$ cat src/rtl/tcs_pkg.sv
package tcs_pkg;
  localparam int CW_W   = 8;
  localparam int KEEP_W = 6;
  localparam int MODE_W = 3;

  typedef struct packed {
    logic              out_lvl;
    logic              null_cnt;
    logic [KEEP_W-1:0] ctl;
  } stat_t;
endpackage

$ cat src/rtl/tcs_ctl_reg.sv
module tcs_ctl_reg #(
  parameter int W        = 8,
  parameter bit SET_WINS = 1'b1
) (
  input  logic         clk,
  input  logic         rst_n,
  input  logic         cw_wr,
  input  logic [W-1:0] cw_data,
  input  logic         cnt_wr,
  input  logic         cnt_load,
  output logic [W-1:0] ctl_q,
  output logic         null_q
);
  logic set_n, clr_n;

  assign set_n = cw_wr | cnt_wr;

  generate
    if (SET_WINS) begin : g_set_prio
      assign clr_n = cnt_load & ~set_n;
    end else begin : g_clr_prio
      assign clr_n = cnt_load;
    end
  endgenerate

  always_ff @(posedge clk) begin
    if (!rst_n) begin
      ctl_q <= '0;
    end else if (cw_wr) begin
      ctl_q <= cw_data;
    end
  end

  always_ff @(posedge clk) begin
    if (!rst_n) begin
      null_q <= 1'b1;
    end else if (clr_n) begin
      null_q <= 1'b0;
    end else if (set_n) begin
      null_q <= 1'b1;
    end
  end
endmodule

$ cat src/rtl/tcs_mode_dec.sv
module tcs_mode_dec #(
  parameter int MW = 3
) (
  input  logic [MW-1:0] raw,
  output logic [MW-1:0] mode
);
  // Codes 6 and 7 fold onto 2 and 3: the top bit only counts when the low pair is 0 or 1.
  always_comb begin
    mode = raw;
    if (raw[1]) mode[MW-1] = 1'b0;
  end
endmodule

$ cat src/rtl/tcs_stat_latch.sv
module tcs_stat_latch
  import tcs_pkg::*;
(
  input  logic   clk,
  input  logic   rst_n,
  input  logic   latch_req,
  input  stat_t  snap,
  input  logic   st_ready,
  output logic   st_valid,
  output stat_t  st_q
);
  logic take, give;

  assign take = latch_req & ~st_valid;
  assign give = st_valid & st_ready;

  always_ff @(posedge clk) begin
    if (!rst_n) begin
      st_valid <= 1'b0;
    end else if (take) begin
      st_valid <= 1'b1;
    end else if (give) begin
      st_valid <= 1'b0;
    end
  end

  always_ff @(posedge clk) begin
    if (!rst_n) begin
      st_q <= '0;
    end else if (take) begin
      st_q <= snap;
    end
  end
endmodule

$ cat src/rtl/tcs_top.sv
module tcs_top
  import tcs_pkg::*;
(
  input  logic              clk,
  input  logic              rst_n,
  input  logic              cw_wr,
  input  logic [CW_W-1:0]   cw_data,
  input  logic              cnt_wr,
  input  logic              cnt_load,
  input  logic              out_lvl,
  input  logic              latch_req,
  input  logic              st_ready,
  output logic [CW_W-1:0]   ctl_word,
  output logic [MODE_W-1:0] mode,
  output logic              bcd,
  output logic              null_cnt,
  output logic              st_valid,
  output logic [CW_W-1:0]   st_byte
);
  stat_t snap, st_q;

  tcs_ctl_reg #(.W(CW_W), .SET_WINS(1'b1)) u_ctl (
    .clk(clk), .rst_n(rst_n), .cw_wr(cw_wr), .cw_data(cw_data),
    .cnt_wr(cnt_wr), .cnt_load(cnt_load), .ctl_q(ctl_word), .null_q(null_cnt)
  );

  tcs_mode_dec #(.MW(MODE_W)) u_dec (
    .raw(ctl_word[MODE_W:1]), .mode(mode)
  );

  assign bcd = ctl_word[0];

  always_comb begin
    snap.out_lvl  = out_lvl;
    snap.null_cnt = null_cnt;
    snap.ctl      = ctl_word[KEEP_W-1:0];
  end

  tcs_stat_latch u_st (
    .clk(clk), .rst_n(rst_n), .latch_req(latch_req), .snap(snap),
    .st_ready(st_ready), .st_valid(st_valid), .st_q(st_q)
  );

  assign st_byte = st_q;
endmodule

$ cat config.mk
export PLATFORM = sky130hd
export DESIGN_NAME = tcs_top
export DESIGN_NICKNAME = d
export VERILOG_FILES = /design/src/rtl/tcs_pkg.sv /design/src/rtl/tcs_ctl_reg.sv /design/src/rtl/tcs_mode_dec.sv /design/src/rtl/tcs_stat_latch.sv /design/src/rtl/tcs_top.sv
export SDC_FILE = /design/constraint.sdc
export NUM_CORES = 1
export LEC_CHECK = 0
export BUFFER_PORTS_ARGS = -buffer_cell sky130_fd_sc_hd__buf_4
export CAP_MARGIN = 10
export CORE_MARGIN = 4
export CORE_UTILIZATION = 30
export CTS_CLUSTER_SIZE = 16
export DETAILED_ROUTE_END_ITERATION = 6
export PLACE_DENSITY = 0.62
export SYNTH_ARGS = -nofsm -noshare
export SYNTH_HDL_FRONTEND = slang
export SYNTH_SLANG_ARGS = --single-unit
$ cat constraint.sdc
create_clock -name clk -period 0.85 [get_ports clk]
set_input_delay 0.255 -clock clk [delete_from_list [all_inputs] [get_ports clk]]
set_output_delay 0.255 -clock clk [all_outputs]
set_load 0.01 [all_outputs]
==> impl_metrics.json, run 1 <==
{
  "r2r_end": "u_st.st_q[1]",
  "r2r_slack_ps": -160,
  "crit-reg2reg-launch": "u_st.st_valid",
  "finalWorstSetupSlack_ps": -288.2,
  "final_core_util_pct": 56.24,
  "syn_nets": 89,
  "grt_max_degree": 27,
  "die_area_mm2": 0.003323,
  "pwr-share-clk_pct": 27.7,
  "relSlewSlack_pct": 84.57,
  "drive_gt1_share_pct": 62.50,
  "rsz0062_at_grt": "yes",
  "die_w_um": 57.65,
  "pwr_density_cell_mw_per_mm2": 1463,
  "antenna_found_initial": 0,
  "cap_violations": 0,
  "cp_cell_sequence": "nor2b_4, buf_6",
  "cp.depth": 2,
  "cts_hold_buf": 0,
  "p_int_uw": 1426,
  "clk_path_buf_depth": 2,
  "worst-endpoint-required_ps": 590,
  "synth_area_leader_cell": "dfxtp_1",
  "synth_cell_type_count": 12,
  "place_ws_ps": -279.2,
  "tightestPinTransition_ps": 231.4,
  "power_frac_comb_pct": 22.4,
  "insertion_delay_ps": 290,
  "wl_um": 1730,
  "postRouteAntennaNets": 0,
  "slew_viol_final": 0,
  "period_share_pct": 133.9,
  "yosys_warnings": 0,
  "wl_per_cell_um": 11.69,
  "timing.critical_path.buf_inv": 1,
  "syn_inst": 73,
  "clock_sinks": 18,
  "syn_avg_cell_area_um2": 10.13,
  "syn_area_um2": 739.5,
  "seqPwrFrac_pct": 49.8,
  "hold_viol_final": 0,
  "hold_class": "input port to flip-flop",
  "violations": "setup timing",
  "worstPathArrival_ps": 880,
  "skew_ps": 4.553,
  "synth_area_leaders": "dfxtp_1, mux2i_1, nand2_1",
  "via_per_inst": 4.419,
  "drc": 0,
  "p_leak_uw": 0.0006099,
  "min_period_ps": 1138,
  "cts_buffers": 3,
  "overflow": 0,
  "io_pins": 38,
  "status": "finished, violations left",
  "first_pass_iters": 2,
  "worstRegToRegCells": 4,
  "setup_viol": 31,
  "cts_tree": "done",
  "clkTransAtPathRegs_ps": 100,
  "yosys_register_bits": 18,
  "seq_area_frac_synth_pct": 48.73,
  "area_delta_synth_final_pct": 73.10,
  "startpoint": "u_ctl.ctl_q[3]",
  "max-vdd-ir-drop_mv": 1.192,
  "first_global_vias": 663,
  "gp_congestion": 0.6349,
  "crit_family": "flip-flops",
  "total_power_uw": 1873,
  "grt_pass1_wl_um": 2863,
  "final_common_cell": "buf_6",
  "final_cell_mix": "buf_6, buf_4, nand2_1",
  "cp-end-kind": "primary output",
  "start_kind": "flip-flop",
  "switchingPower_uw": 447.3,
  "track_usage_pct": 10.82,
  "critical_path.max_fanout": 3,
  "die_y_um": 57.65,
  "via_count": 654,
  "holdWs_ps": 167.6,
  "dp.final_hpwl_um": 1150,
  "synth_top_area_share_pct": 48.73,
  "antenna_cells": 0,
  "cp_slowest_stage_delay_ps": 360,
  "core_mm2": 0.002276,
  "switching_share_pct": 23.88,
  "io_buffers": 37,
  "worst-setup-path-type": "flip-flop to primary output",
  "drtIter0Drc": 5,
  "tns_ps": -5029,
  "cts_root_buf": "clkbuf_4",
  "num_rows": 17,
  "crit_path_end": "mode[2]",
  "start_util_pct": 32.49,
  "max_freq_mhz": 878.6,
  "nets": 137,
  "h-tree-depth": 1,
  "cpMaxStageDelayCell": "dfxtp_2"
}
## through the flow
| stage | instance area [um2] | std cells |
|---|---|---|
| 6_report | 1280 | 148 |
| 5_1_grt | 1280 | 148 |
| 4_1_cts | 1226 | 145 |
| 3_5_place_dp | 1020 | 134 |
| 3_3_place_gp | 1020 | 134 |
| 2_1_floorplan | 742.0 | 73 |
## worst min path at each step
| stage | from | end | slack (ps) | depth (start not counted) |
|---|---|---|---|---|
| 6_report | cnt_wr | u_ctl.null_q | 170 | 3 |
| 3_3_place_gp | u_st.st_q[2] | u_st.st_q[2] | 440 | 2 |
| 5_1_grt | cnt_wr | u_ctl.null_q | 170 | 3 |
| 4_1_cts | cnt_wr | u_ctl.null_q | 150 | 3 |
| 3_5_place_dp | u_st.st_q[3] | u_st.st_q[3] | 450 | 2 |
| 2_1_floorplan | cnt_wr | u_ctl.null_q | 360 | 2 |
## cell type report
class / count / area (um2)
Fill cell: 197 / 996.0
Timing Repair Buffer: 51 / 491.7
Sequential cell: 18 / 390.4
Multi-Input combinational cell: 47 / 326.6
Clock buffer: 4 / 36.28
Tap cell: 28 / 35.03
## cell usage after synthesis
master,count
dfxtp_1,18
clkbuf_2,1
nand2b_1,1
nand3_1,1
buf_6,2
buf_4,5
nor2b_2,1
o211a_1,1
nor2b_1,9
nand2_1,17
mux2i_1,16
nor2_1,1
## flip-flops by register name, indices dropped and copies added, names as in the netlist
signal / flops
u_ctl.null_q: 1
u_st.st_q: 8
u_st.st_valid: 1
u_ctl.ctl_q: 8
## what timing repair did
action | in CTS | in global routing
setup endpoints to repair | 30 | 31
hold endpoints to repair | 0 | 0
resized for setup | 43 | 9
setup buffers | 7 | 3
pin swaps | 1 | 1
## routing by layer
metal / track usage [%] / share of wire [%]
met1: 13.82 / 46
met2: 17.26 / 45
met3: 3.118 / 8.5
met4: 3.974 / 0.92
met5: 0 / 0
## tightest hold or removal path, stage by stage
cell and delay (ps):
buf_4 80, nor2_1 30, nand3_1 60
## power by group through the flow
stage / Clock, uW / Combinational [uW] / Sequential [uW]
6_report: 520 / 420 / 933
5_1_grt: 563 / 453 / 941
4_1_cts: 535 / 387 / 936
3_5_place_dp: 0 / 311 / 939
3_3_place_gp: 0 / 306 / 938
2_1_floorplan: 0 / 145 / 959
## cell families (layout without fill, tap and decap cells)
family	after synthesis	count (layout)	share of synthesized area, %
compound gates	1	1	1.354
buf+inv	8	55	8.798
flops	18	18	48.73
mux	16	16	21.66
simple gates	30	30	19.46
No activity file was read; power rests on OpenSTA's default activity.
==> run 2: changes to the inputs <==
- SYNTH_HIERARCHICAL: not set -> 1
==> impl_metrics.json, run 2 <==
{
  "start_util_pct": 32.73,
  "antenna_found_initial": 0,
  "min_period_ps": 1144,
  "p_leak_uw": 0.0005907,
  "cts_tree": "done",
  "postRouteAntennaNets": 0,
  "finalWorstSetupSlack_ps": -294.4,
  "hold_path_end": "u_ctl/null_q",
  "first_pass_iters": 2,
  "cp_cell_sequence": "nor2b_4, buf_6",
  "cts_buffers": 3,
  "synth_cell_type_count": 13,
  "worstPathArrival_ps": 890,
  "dp.final_hpwl_um": 1151,
  "area_delta_synth_final_pct": 65.39,
  "grt_max_degree": 27,
  "cp_slowest_stage_delay_ps": 360,
  "place_area_mm2": 0.001011,
  "cts_root_buf": "clkbuf_4",
  "critical_path.max_fanout": 3,
  "r2r_slack_ps": -10,
  "rsz0062_at_grt": "yes",
  "die_y_um": 58.07,
  "via_count": 625,
  "worstRegToRegCells": 3,
  "insertion_delay_ps": 290,
  "wl_um": 1701,
  "hold_depth": 3,
  "max_freq_mhz": 873.8,
  "yosys_warnings": 6,
  "num_rows": 17,
  "syn_avg_cell_area_um2": 10.44,
  "io_pins": 38,
  "synth-edff-count": 0,
  "reg.largest.list": "u_ctl/ctl_q (8), u_st/st_q (8)",
  "core_mm2": 0.002297,
  "pwr_density_cell_mw_per_mm2": 1491,
  "cpMaxStageDelayCell": "dfxtp_2",
  "crit-reg2reg-launch": "u_st/st_valid",
  "track_usage_pct": 10.51,
  "cap_violations": 0,
  "worst-endpoint-required_ps": 590,
  "yosys_register_bits": 18,
  "clkTransAtPathRegs_ps": 100,
  "syn_inst": 72,
  "drtIter0Drc": 12,
  "violations": "setup timing",
  "syn_nets": 88,
  "io_buffers": 37,
  "cp-end-kind": "primary output",
  "drive_gt1_share_pct": 61.54,
  "hold_viol_final": 0,
  "period_share_pct": 134.6,
  "drc": 0,
  "first_global_vias": 634,
  "final_common_cell": "buf_4",
  "stdcell_area_mm2": 0.001244,
  "tightestPinTransition_ps": 227.3,
  "async_reset_ff_share_pct": 0,
  "antenna_cells": 0,
  "h-tree-depth": 1,
  "min_from": "cnt_wr",
  "final_cell_mix": "buf_4, buf_6, nand2_1",
  "nets": 134,
  "yosysMostFrequentCell": "dfxtp_1",
  "worst-setup-path-type": "flip-flop to primary output",
  "seq_area_frac_synth_pct": 47.92,
  "skew_ps": 3.179,
  "multiInputGateArea_um2": 326.6,
  "syn_area_um2": 752.0,
  "status": "finished, violations left",
  "gp_congestion": 0.6446,
  "max-vdd-ir-drop_mv": 1.408,
  "clock_sinks": 18,
  "synth_area_leaders": "dfxtp_1, mux2i_1, nand2_1",
  "die_area_mm2": 0.003372,
  "setup_viol": 29,
  "regArea_um2": 390.4,
  "slew_viol_final": 0,
  "synth_ff_type": "dfxtp_1",
  "ys_top_cells_by_count": "dfxtp_1, nand2_1, mux2i_1, nor2b_1",
  "relSlewSlack_pct": 84.85,
  "synth_area_leader_cell": "dfxtp_1",
  "start_kind": "flip-flop",
  "r2r_end": "u_st/st_valid",
  "overflow": 0,
  "synth_top_area_share_pct": 47.92,
  "holdWs_ps": 157.8,
  "hold_class": "input port to flip-flop",
  "wl_per_cell_um": 11.73,
  "via_per_inst": 4.310,
  "fillers": 233,
  "place_ws_ps": -257.9,
  "clk_path_buf_depth": 2,
  "die_w_um": 58.07,
  "grt_pass1_wl_um": 2787
}
[run 2: cell types whose count changed in the layout (fill, tap and decap cells not counted), sizes merged]
cell,previous run,this run
buf,51,48
[run 2: what timing repair did]
| item | 4_1_cts | 5_1_grt |
|---|---|---|
| cloned | 0 | 0 |
| buffers inserted | 8 | 1 |
| setup endpoints to repair | 30 | 31 |
| resized for setup | 42 | 1 |
| pin swaps | 1 | 0 |
| hold buffers | 0 | 0 |
[run 2: worst max-delay path by stage]
stage	startpoint	end	slack [ps]	depth (start not counted)
6_report	u_ctl/ctl_q[3]	mode[2]	-290	2
5_1_grt	u_ctl/ctl_q[3]	mode[2]	-340	2
4_1_cts	u_ctl/ctl_q[3]	mode[2]	-290	2
3_5_place_dp	latch_req	u_st/st_q[7]	-260	3
3_3_place_gp	latch_req	u_st/st_q[1]	-230	3
2_1_floorplan	u_st/st_valid	u_st/st_q[0]	8	3
[run 2: critical path, delay by kind of cell, from the launching register on]
kind | cells | cell delay, ps
simple gates | 1 | 140
buf+inv | 1 | 100
flops | 1 | 360
[run 2: power by group]
group | switching, uW | internal (uW)
sequential | 40.6 | 893
clock | 269 | 261
combinational | 139 | 252
[run 2: area by class of cell]
class	instances	area share, %
clock buffer	4	2.918
sequential	18	31.39
multi-input combinational	47	26.26
tap	28	2.817
timing repair buffer	48	36.62
[run 2: cell families (layout without fill, tap and decap cells)]
family / after synthesis / in the layout / synth area share (%)
and+or+nand+nor: 30 / 30 / 20.13
DFF: 18 / 18 / 47.92
AOI/OAI and AO/OA: 1 / 1 / 1.331
muxes: 16 / 16 / 21.30
buffers and inverters: 7 / 52 / 9.317
[run 2: metrics by stage]
step	utilization, %	setup TNS (ps)	std cells	total power (uW)
final	54.14	-3998	145	1854
after global placement	44.01	-1834	132	1239
after floorplan	-	0	72	1107
after global routing	54.14	-5009	145	1937
after detailed placement	44.01	-2010	132	1244
after CTS	53.70	-4219	144	1871
[run 2: metal layers]
metal	global-route usage [%]	share of wire [%]	up-vias
met2	16.29	45	30
met5	0	0	-
met1	13.69	45	277
met3	5.791	10	0
met4	0	0	0
li1	-	-	318
==> run 3: changes to the inputs <==
- CELL_PAD_IN_SITES_DETAIL_PLACEMENT: not set -> 1
- CELL_PAD_IN_SITES_GLOBAL_PLACEMENT: not set -> 1
- PLACE_DENSITY: 0.62 -> 0.78
==> impl_metrics.json, run 3 (same netlist as run 2, synthesis figures left out) <==
{
  "drive_gt1_share_pct": 63.41,
  "start_kind": "flip-flop",
  "max_freq_mhz": 887.8,
  "postRouteAntennaNets": 0,
  "worst-setup-path-type": "flip-flop to primary output",
  "via_per_inst": 4.371,
  "drtIter0Drc": 14,
  "stdcell_area_mm2": 0.001297,
  "die_area_mm2": 0.003372,
  "hold_viol_final": 0,
  "track_usage_pct": 12.51,
  "die_y_um": 58.07,
  "first_pass_iters": 2,
  "crit_family": "flip-flops",
  "overflow": 0,
  "place_area_mm2": 0.001018,
  "period_share_pct": 132.5,
  "clock_sinks": 18,
  "final_common_cell": "buf_4",
  "io_pins": 38,
  "multiInputGateArea_um2": 326.6,
  "io_buffers": 37,
  "total_power_uw": 1873,
  "via_count": 660,
  "reg.largest.list": "u_ctl/ctl_q (8), u_st/st_q (8)",
  "worstPathArrival_ps": 870,
  "p_leak_uw": 0.0006241,
  "nets": 140,
  "clkTransAtPathRegs_ps": 100,
  "pwr_density_cell_mw_per_mm2": 1444,
  "start_util_pct": 32.73,
  "tightestPinTransition_ps": 240.0,
  "clk_path_buf_depth": 2,
  "relSlewSlack_pct": 84.00,
  "cp_cell_sequence": "nor2b_4, buf_6",
  "cap_violations": 0,
  "critical_path.max_fanout": 5,
  "insertion_delay_ps": 290,
  "hold_class": "input port to flip-flop",
  "violations": "setup timing",
  "final_cell_mix": "buf_4, buf_6, nand2_1",
  "cp-end-kind": "primary output",
  "status": "finished, violations left",
  "die_w_um": 58.07,
  "holdWs_ps": 167.8,
  "slew_viol_final": 0,
  "cts_hold_buf": 0,
  "cts_root_buf": "clkbuf_4",
  "grt_max_degree": 27,
  "cts_buffers": 3,
  "setup_viol": 30,
  "dp.final_hpwl_um": 1348,
  "r2r_slack_ps": -160,
  "cpMaxStageDelayCell": "dfxtp_4",
  "cts_tree": "done",
  "num_rows": 17,
  "grt_pass1_wl_um": 3256,
  "wl_per_cell_um": 12.91,
  "h-tree-depth": 1,
  "wl_um": 1950,
  "finalWorstSetupSlack_ps": -276.4,
  "antenna_found_initial": 0,
  "area_delta_synth_final_pct": 72.55,
  "timing.critical_path.buf_inv": 1,
  "max-vdd-ir-drop_mv": 0.9844,
  "skew_ps": 4.183,
  "drc": 0,
  "first_global_vias": 724,
  "regArea_um2": 387.9,
  "cp_slowest_stage_delay_ps": 380,
  "min_period_ps": 1126,
  "antenna_cells": 0,
  "gp_congestion": 0.6861,
  "core_mm2": 0.002297,
  "rsz0062_at_grt": "yes",
  "fillers": 254,
  "worst-endpoint-required_ps": 590
}
## run 3: changes by cell type in the layout (fill, tap and decap cells not counted), sizes merged
| cell | previous run | this run |
|---|---|---|
| buf | 48 | 54 |
## run 3: what timing repair did
action                     4_1_cts  5_1_grt
setup endpoints to repair       30       31
setup buffers                    8        6
pin swaps                        0        0
resized for setup               43        2
## run 3: layout make-up
cell class,instances,share of cell area [%]
clock buffers,4,2.797
multi-input cells,47,25.17
flip-flops and latches,18,29.89
well taps,28,2.700
repair buffers,54,39.44
## run 3: through the flow
stage	cells	util (%)	TNS (ps)	setup WS (ps)
final	151	56.48	-4688	-276.4
after global routing	151	56.48	-6035	-324.8
after CTS	145	54.19	-4880	-293.1
after detailed placement	133	44.34	-2224	-310.5
after global placement	133	44.34	-1813	-227.7
after floorplan	72	-	0	8.192
## run 3: worst paths after layout
| kind | start | endpoint | cells past startpoint |
|---|---|---|---|
| worst min-delay path | cnt_wr | u_ctl/null_q | 3 |
| worst min register to register | u_st/st_q[0] | u_st/st_q[0] | 2 |
| worst max-delay path | u_ctl/ctl_q[2] | mode[2] | 2 |
| worst max register to register | u_st/st_valid | u_st/st_q[7] | 4 |
## run 3: metal layers
metal	track usage [%]	vias up	routed length [um]	part of all wire, %
met5	0	-	0	0
met4	2.980	0	0	0
met3	4.232	0	169	8.7
met2	20.48	29	910	47
met1	15.79	298	871	45
li1	-	333	-	-
## run 3: tightest hold or removal path, delay by kind of cell
family | cells | cell delay [ps]
buf+inv | 1 | 80
simple gates | 2 | 90
## run 3: power by group
group	leakage, uW	switching, uW	internal [uW]
sequential	0.000155	38.6	895
combinational	0.000449	151	271
clock	0.0000210	257	260
